==> config.mk <==
export PLATFORM = sky130hd
export DESIGN_NAME = i2cBitClockGen
export DESIGN_NICKNAME = d
export VERILOG_FILES = /design/src/rtl/i2cClkPkg.sv /design/src/rtl/i2cClkPrescale.sv /design/src/rtl/i2cClkSeq.sv /design/src/rtl/i2cBitClockGen.sv
export SDC_FILE = /design/constraint.sdc
export NUM_CORES = 1
export LEC_CHECK = 0
export BUFFER_PORTS_ARGS = -buffer_cell sky130_fd_sc_hd__buf_4
export CORE_MARGIN = 5
export CORE_UTILIZATION = 50
export DETAILED_ROUTE_END_ITERATION = 12
export PLACE_DENSITY_LB_ADDON = 0.12
export REMOVE_ABC_BUFFERS = 1
export SYNTH_ARGS = -nofsm -noshare
export SYNTH_HDL_FRONTEND = slang
export SYNTH_HIERARCHICAL = 1
export SYNTH_SLANG_ARGS = --single-unit
==> constraint.sdc <==
create_clock -name clk -period 3.3 [get_ports clk]
set_input_delay 0 -clock clk [delete_from_list [all_inputs] [get_ports clk]]
set_output_delay 0 -clock clk [all_outputs]
set_load 0.01 [all_outputs]
==> src/rtl/i2cClkPkg.sv <==
package i2cClkPkg;
  localparam int BAUD_W = 8;
  localparam int M_W    = 4;
  localparam int N_W    = 3;

  // command from sequencer to prescaler
  typedef struct packed {
    logic run;
    logic clear;
  } prescaleCmd_t;

  // phase strobes leaving the block
  typedef struct packed {
    logic sclLow;
    logic sdaChange;
    logic sclHigh;
    logic sdaSample;
  } phaseStb_t;
endpackage

==> src/rtl/i2cClkPrescale.sv <==
module i2cClkPrescale
  import i2cClkPkg::*;
#(
  parameter int MW = M_W,
  parameter int NW = N_W
) (
  input  logic          clk,
  input  logic          rstN,
  input  prescaleCmd_t  cmd,
  input  logic [MW-1:0] mSel,
  input  logic [NW-1:0] nSel,
  output logic          tick
);
  localparam int EXP_W = (1 << NW) - 1;

  logic [EXP_W-1:0] expCnt;
  logic [MW-1:0]    linCnt;
  logic [EXP_W:0]   expLimitWide;
  logic [EXP_W-1:0] expLimit;
  logic             expWrap;
  logic             linWrap;

  // exponential stage limit: 2^N - 1
  assign expLimitWide = ({{EXP_W{1'b0}}, 1'b1} << nSel) - 1'b1;
  assign expLimit     = expLimitWide[EXP_W-1:0];
  assign expWrap      = (expCnt == expLimit);
  assign linWrap      = (linCnt == mSel);
  assign tick         = cmd.run && expWrap && linWrap;

  always_ff @(posedge clk or negedge rstN) begin
    if (!rstN) begin
      expCnt <= '0;
      linCnt <= '0;
    end else if (cmd.clear) begin
      expCnt <= '0;
      linCnt <= '0;
    end else if (cmd.run) begin
      if (expWrap) begin
        expCnt <= '0;
        linCnt <= linWrap ? '0 : linCnt + 1'b1;
      end else begin
        expCnt <= expCnt + 1'b1;
      end
    end
  end

  // a cleared prescaler starts from zero
  a_r6_clear_zero: assert property (@(posedge clk) disable iff (!rstN)
    cmd.clear |=> (expCnt == '0 && linCnt == '0));
  // after a tick both stages restart
  a_r1_tick_restart: assert property (@(posedge clk) disable iff (!rstN)
    (tick && !cmd.clear) |=> (expCnt == '0 && linCnt == '0));
endmodule

==> src/rtl/i2cClkSeq.sv <==
module i2cClkSeq
  import i2cClkPkg::*;
#(
  parameter int          MW         = M_W,
  parameter int          NW         = N_W,
  parameter int          PHASES     = 10,
  parameter int          LOW_PH     = 0,
  parameter int          CHG_PH     = 2,
  parameter int          HIGH_PH    = 5,
  parameter int          SMP_PH     = 7,
  parameter logic [7:0]  RESET_BAUD = 8'h44
) (
  input  logic          clk,
  input  logic          rstN,
  input  logic [7:0]    baudIn,
  input  logic          runEn,
  input  logic          tick,
  output prescaleCmd_t  cmd,
  output logic [MW-1:0] mSel,
  output logic [NW-1:0] nSel,
  output phaseStb_t     stb
);
  localparam int PH_W    = $clog2(PHASES);
  localparam int LAST_PH = PHASES - 1;
  localparam int SET_W   = MW + NW;

  logic [SET_W-1:0] setting;
  logic [PH_W-1:0]  phase;
  logic             lastTick;
  logic             loadNow;

  assign lastTick  = tick && (phase == PH_W'(LAST_PH));
  assign loadNow   = !runEn || lastTick;
  assign cmd.run   = runEn;
  assign cmd.clear = !runEn;
  assign mSel      = setting[SET_W-1:NW];
  assign nSel      = setting[NW-1:0];

  always_ff @(posedge clk or negedge rstN) begin
    if (!rstN) setting <= RESET_BAUD[SET_W-1:0];
    else if (loadNow) setting <= baudIn[SET_W-1:0];
  end

  always_ff @(posedge clk or negedge rstN) begin
    if (!rstN) phase <= '0;
    else if (!runEn) phase <= '0;
    else if (tick) phase <= lastTick ? '0 : phase + 1'b1;
  end

  always_ff @(posedge clk or negedge rstN) begin
    if (!rstN) begin
      stb <= '0;
    end else if (!runEn) begin
      stb <= '0;
    end else begin
      stb.sclLow    <= tick && (phase == PH_W'(LOW_PH));
      stb.sdaChange <= tick && (phase == PH_W'(CHG_PH));
      stb.sclHigh   <= tick && (phase == PH_W'(HIGH_PH));
      stb.sdaSample <= tick && (phase == PH_W'(SMP_PH));
    end
  end

  // never two strobes together
  a_r7_one_strobe: assert property (@(posedge clk) disable iff (!rstN)
    $onehot0(stb));
  // disabled means quiet next cycle
  a_r6_quiet: assert property (@(posedge clk) disable iff (!rstN)
    !runEn |=> (stb == '0 && phase == '0));
  // setting moves only when idle or at the period boundary
  a_r5_hold_setting: assert property (@(posedge clk) disable iff (!rstN)
    (runEn && !lastTick) |=> $stable(setting));
  // tick index stays in range
  a_r3_phase_range: assert property (@(posedge clk) disable iff (!rstN)
    phase <= PH_W'(LAST_PH));
endmodule

==> src/rtl/i2cBitClockGen.sv <==
module i2cBitClockGen
  import i2cClkPkg::*;
(
  input  logic       clk,
  input  logic       rstN,
  input  logic [7:0] baudByte,
  input  logic       runEn,
  output logic       sclLowStb,
  output logic       sdaChangeStb,
  output logic       sclHighStb,
  output logic       sdaSampleStb
);
  prescaleCmd_t  cmd;
  logic [M_W-1:0] mSel;
  logic [N_W-1:0] nSel;
  logic           tick;
  phaseStb_t      stb;

  i2cClkSeq #(.MW(M_W), .NW(N_W)) seqI (
    .clk(clk), .rstN(rstN), .baudIn(baudByte), .runEn(runEn),
    .tick(tick), .cmd(cmd), .mSel(mSel), .nSel(nSel), .stb(stb)
  );

  i2cClkPrescale #(.MW(M_W), .NW(N_W)) preI (
    .clk(clk), .rstN(rstN), .cmd(cmd), .mSel(mSel), .nSel(nSel),
    .tick(tick)
  );

  assign sclLowStb    = stb.sclLow;
  assign sdaChangeStb = stb.sdaChange;
  assign sclHighStb   = stb.sclHigh;
  assign sdaSampleStb = stb.sdaSample;
endmodule

After elaboration in Yosys (flattened, before gate mapping)
Cells that the tools add are included.
Storage, ports and cells
  register bits after elaboration: 26
  bits of input ports: 11
  output and inout port bits: 4
Cells by class
  $add $sub $neg: 4
  eq/ne operators: 8
  shift operators: 1
  muxes and demuxes: 9
  reduce and logical (&&, ||, !) cells: 10
Operators with widths (number)
  4-bit two-way mux: 7
  7-bit two-way mux: 2
  4-bit by 1-bit adder with 4-bit output (second input constant): 2
  4-bit by 3-bit == test with 1-bit output (second input constant): 2
  7-bit by 1-bit adder with 7-bit output (second input constant): 1
  7-bit == test: 1
  1-bit logical AND: 7
  1-bit by 3-bit << shifter with 7-bit output (first input constant): 1
  7-bit by 1-bit subtractor with 7-bit output (second input constant): 1
  4-bit by 2-bit == test with 1-bit output (second input constant): 1
  4-bit == test: 1
  4-bit == test (second input constant): 1
  4-bit zero test: 1
  2-bit by 1-bit != test with 1-bit output (second input constant): 2
  1-bit zero test: 1
  1-bit logical OR: 1

Logic depth before layout (Yosys ltp)
  word-level depth: 9
  gate-level depth with buffers: 9
  gate-level depth less buffers: 8

Hierarchy
Netlist, hierarchy kept.
By module, submodules not included
  i2cClkPrescale: instances 1, cells each 88, area an instance 802.0 um2, sequential area each 275.3 um2
  i2cClkSeq: instances 1, cells each 54, area an instance 718.2 um2, sequential area each 377.9 um2

Least setup slack after synthesis
Ideal clock, no wire load.
  path type: reg2reg
  start: reg seqI.setting[2]
  end: reg seqI.setting[0]
  setup time: 0.125 ns
  arrival: 2.402 ns
  data required time: 3.175 ns
  path slack: 0.773 ns
  stages on the path, launching flop included: 10
  path buffers: 1
  clock period less this slack: 2.527 ns
  cells stage by stage: dfstp_2 -> buf_6 -> or4_4 -> o22ai_2 -> nor2_1 -> nor2_1 -> and3_1 -> nand4b_4 -> nand2_4 -> mux2_4
On the way
  word-level cells in the longest chain between the ends: 7
RTL lines
  start: declaration: line i2cClkSeq.sv:27  | logic [SET_W-1:0] setting;
  start signal: assignment: line i2cClkSeq.sv:40  | if (!rstN) setting <= RESET_BAUD[SET_W-1:0];
  start signal: assignment: line i2cClkSeq.sv:41  | else if (loadNow) setting <= baudIn[SET_W-1:0];
  1-bit by 3-bit << shifter with 7-bit output: line i2cClkPrescale.sv:24  | assign expLimitWide = ({{EXP_W{1'b0}}, 1'b1} << nSel) - 1'b1;
  7-bit by 1-bit subtractor with 7-bit output: line i2cClkPrescale.sv:24
  7-bit == test: line i2cClkPrescale.sv:26  | assign expWrap = (expCnt == expLimit);
  1-bit logical AND (2 in series): line i2cClkPrescale.sv:28  | assign tick = cmd.run && expWrap && linWrap;
  via tick: line i2cBitClockGen.sv:16  | logic tick;
  1-bit logical AND: line i2cClkSeq.sv:32  | assign lastTick = tick && (phase == PH_W'(LAST_PH));
  1-bit logical OR: line i2cClkSeq.sv:33  | assign loadNow = !runEn || lastTick;
The timed path passes the listed nets, and every way through them passes these cells.
A chain may end at the register's enable or synchronous reset.

Worst setup path in the final report
  start: reg seqI.setting[2]
  end: reg seqI.setting[4]
The elaborated chain is that of the path after synthesis.

==> metrics.md <==
| Metric | Value |
|---|---|
| Antenna violations before repair | `0` |
| Antenna viol nets, final | `0` |
| Post-layout worst setup margin | `532.6 ps` |
| CTS clk-pin slew, worst paths | `150 ps` |
| Placeable Area | `2978 µm²` |
| Synth warnings | `6` |
| Post-synth EDFFs | `0` |
| Vias in the first global route | `1225` |
| Peak Freq | `361.3 MHz` |
| DIE HEIGHT | `65.14 µm` |
| Clk_lat worst skew | `320 ps` |
| Area post-placement | `1635 µm²` |
| H-tree levels | `1` |
| Die width | `65.14 µm` |
| Setup TNS | `0 ps` |
| Crit-path slowest cell | `dfstp_2` |
| Final hold viol count | `0` |
| Relative slew slack | `0.4253` |
| Final instance area | `1768 µm²` |
| Port Buf Inserts | `13` |
| HPWL reported at the end of detailed placement | `2.161 mm` |
| WHS | `25.76 ps` |
| Num ports | `15` |
| Starting Density | `0.5105` |
| First DRT Iteration DRCs | `57` |
| CTS sink count | `26` |
| GRT Util Overall | `0.1675` |
| Register area share after synthesis | `0.4296` |
| Clock root buffer master | `clkbuf_4` |
| Final Max Slew Viols | `0` |
| Final setup fails | `0` |
| Total gr overflow | `0` |
| Worst clock skew | `13.14 ps` |
| CP startpoint kind | `flop` |
| PostCTS Resize Cnt | `0` |
| Max-cap check violation count | `0` |
| Post-synth top flop | `dfrtp_1` |
| Diode count | `0` |
| Pre-antenna DRT Iters | `4` |
| DR vias | `1131` |
| Asr flop ratio synth | `1.000` |
| CP peak stage delay | `670 ps` |
| Global-route wire length before repair | `5.499 mm` |
| Cell Pwr Density | `370.3 nW/µm²` |
| Post-synthesis cell area | `1520 µm²` |
| CTS Buffer Depth | `2` |
| Peak supply drop | `232.8 µV` |
| Crit path kind | `reg2reg` |
| Mean routed wirelength per cell | `15.69 µm` |
| Period utilization | `0.8386` |
| Required time of the worst setup path | `3510 ps` |
| Largest net degree at the start of global routing | `27` |
| Cts bufs inserted | `3` |
| DR vias/cell | `5.770` |
| Measured slew at the worst slew-check pin | `854.1 ps` |
| Critical Path Sink Type | `flop` |
| Final nets | `181` |
| Share of cells above drive strength 1 | `0.2209` |
| Die ar. | `4243 µm²` |
| DRC | `0` |
| RSZ-0062 raised after global routing | `no` |
| Lkg Pwr | `0.8182 nW` |
| Post-layout min period | `2767 ps` |
| CTS tree | `built` |
| Syn Inst Count | `142` |
| Syn Area/Cell | `10.71 µm²` |
| Cell variety after synth | `50` |
| Critical path data arrival time | `2980 ps` |
| Status | `complete, no violations` |
| Hold WC Path Type | `in2reg` |
| Number of synthesized register bits | `26` |
| Max FO, Critical Path | `11` |
| Place WS | `576.0 ps` |
| Crit path cell chain | `o21ai_0 > a22oi_1 > nand4_1 > nor2_1 > and3_1 > nand4b_4 > nand2_4 > mux2_4` |
| Routability cong. | `0.7917` |
| Area Growth Syn to Fin | `16.30%` |
| Row count | `20` |
| WL final | `3.076 mm` |
[cell usage after synthesis, types with 2 or more instances]
library cell  number  area share
mux2_4             7       0.069
a211oi_1           4       0.020
and3_2             2      0.0099
inv_1              7       0.017
nor2_1             5       0.012
a21oi_1            6       0.020
dfrtp_1           24        0.40
or3_1              2      0.0082
nand3_1            4       0.013
ha_1               6       0.049
xor2_1             5       0.029
nor3b_1            2      0.0099
nand2_1           10       0.025
nor2b_1            3       0.012
and2b_1            2      0.0099
clkbuf_1           2      0.0049
xnor2_1            6       0.035
nand4_1            2      0.0082
dfstp_2            2       0.035
o21ai_0            6       0.020
nand2b_1           2      0.0082
nor3_1             2      0.0066
nor4_1             2      0.0082
and3_1             3       0.012
[registers in the layout (all words and copies together) (netlist names)]
signal and count:
seqI/stb 4, seqI/phase 4, preI/linCnt 4, seqI/setting 7, preI/expCnt 7
[logic make-up after synthesis]
family	synth area share
muxes	0.07572
DFF	0.4296
buffers and inverters	0.03786
AOI/OAI and AO/OA	0.1416
adders and majority gates	0.04938
and+or+nand+nor	0.2025
xor gates and xnor gates	0.06337
[per-stage QoR]
stage	power [mW]	util	cells
3_5_place_dp	0.4373	0.5492	184
6_report	0.6547	0.5937	196
3_3_place_gp	0.4323	0.5492	184
2_1_floorplan	0.4038	-	137
4_1_cts	0.6649	0.5937	196
5_1_grt	0.6920	0.5937	196
[cell usage in the layout (no fill, tap or decap), types with 3 or more instances in the layout]
cell type	synthesis	final
clkbuf_4	0	3
nand3_1	4	4
nand2_1	10	10
xor2_1	5	5
nor2b_1	3	3
buf_4	1	14
a21oi_1	6	6
ha_1	6	6
dlygate4sd3_1	0	8
and3_1	3	3
nor2_1	5	5
a211oi_1	4	4
o21ai_0	6	6
dfrtp_1	24	24
inv_1	7	7
mux2_4	7	7
xnor2_1	6	6
[worst max-delay path, delay by kind of cell, from the launching register on]
family | cells | cell delay [ps]
AND/OR/NAND/NOR | 5 | 1310
AO/OA/AOI/OAI | 2 | 320
flip-flops | 1 | 670
multiplexers | 1 | 330
[per-layer routing]
metal,track usage,wire length [µm],vias to the layer above,share of wire
met5,0,0,-,0
met4,0.06995,48,0,0.016
met3,0.03419,94,6,0.031
met2,0.3129,1559,16,0.51
met1,0.1825,1374,546,0.45
li1,-,-,563,-
[what timing repair did]
action                                 in CTS  in global routing
setup buffers                               0                  0
endpoints found under the hold margin      33                  0
hold buffers                                8                  0
[report_power, final]
group / switching [mW] / internal (mW) / total, mW
clock network: 0.0929 / 0.123 / 0.216
registers: 0.0181 / 0.332 / 0.350
logic: 0.0424 / 0.0468 / 0.0892
total: 0.153 / 0.501 / 0.655
[worst paths after layout]
| check | from | cells past startpoint | endpoint | slack (ps) |
|---|---|---|---|---|
| max | seqI/setting[2]$_DFFE_PN1P_ | 8 | seqI/setting[4]$_DFFE_PN0P_ | 530 |
| min | runEn | 2 | preI/expCnt[4]$_DFFE_PN0P_ | 30 |
| max reg2reg | seqI/setting[2]$_DFFE_PN1P_ | 8 | seqI/setting[4]$_DFFE_PN0P_ | 530 |
| min reg2reg | seqI/setting[3]$_DFFE_PN0P_ | 1 | seqI/setting[3]$_DFFE_PN0P_ | 570 |
| max in group asynchronous | rstN | 2 | seqI/setting[6]$_DFFE_PN1P_ | 2900 |
| min in group asynchronous | rstN | 2 | seqI/stb[1]$_DFF_PN0_ | 110 |
[layout make-up]
type	count	area, µm²
clock inverters	1	30.03
repair buffers	22	185.2
multi-input cells	104	809.5
well taps	33	41.29
flip-flops and latches	26	653.1
clock buffers	3	22.52
inverters	7	26.28
fillers	249	1210
Power figures use the tool's default switching activity.
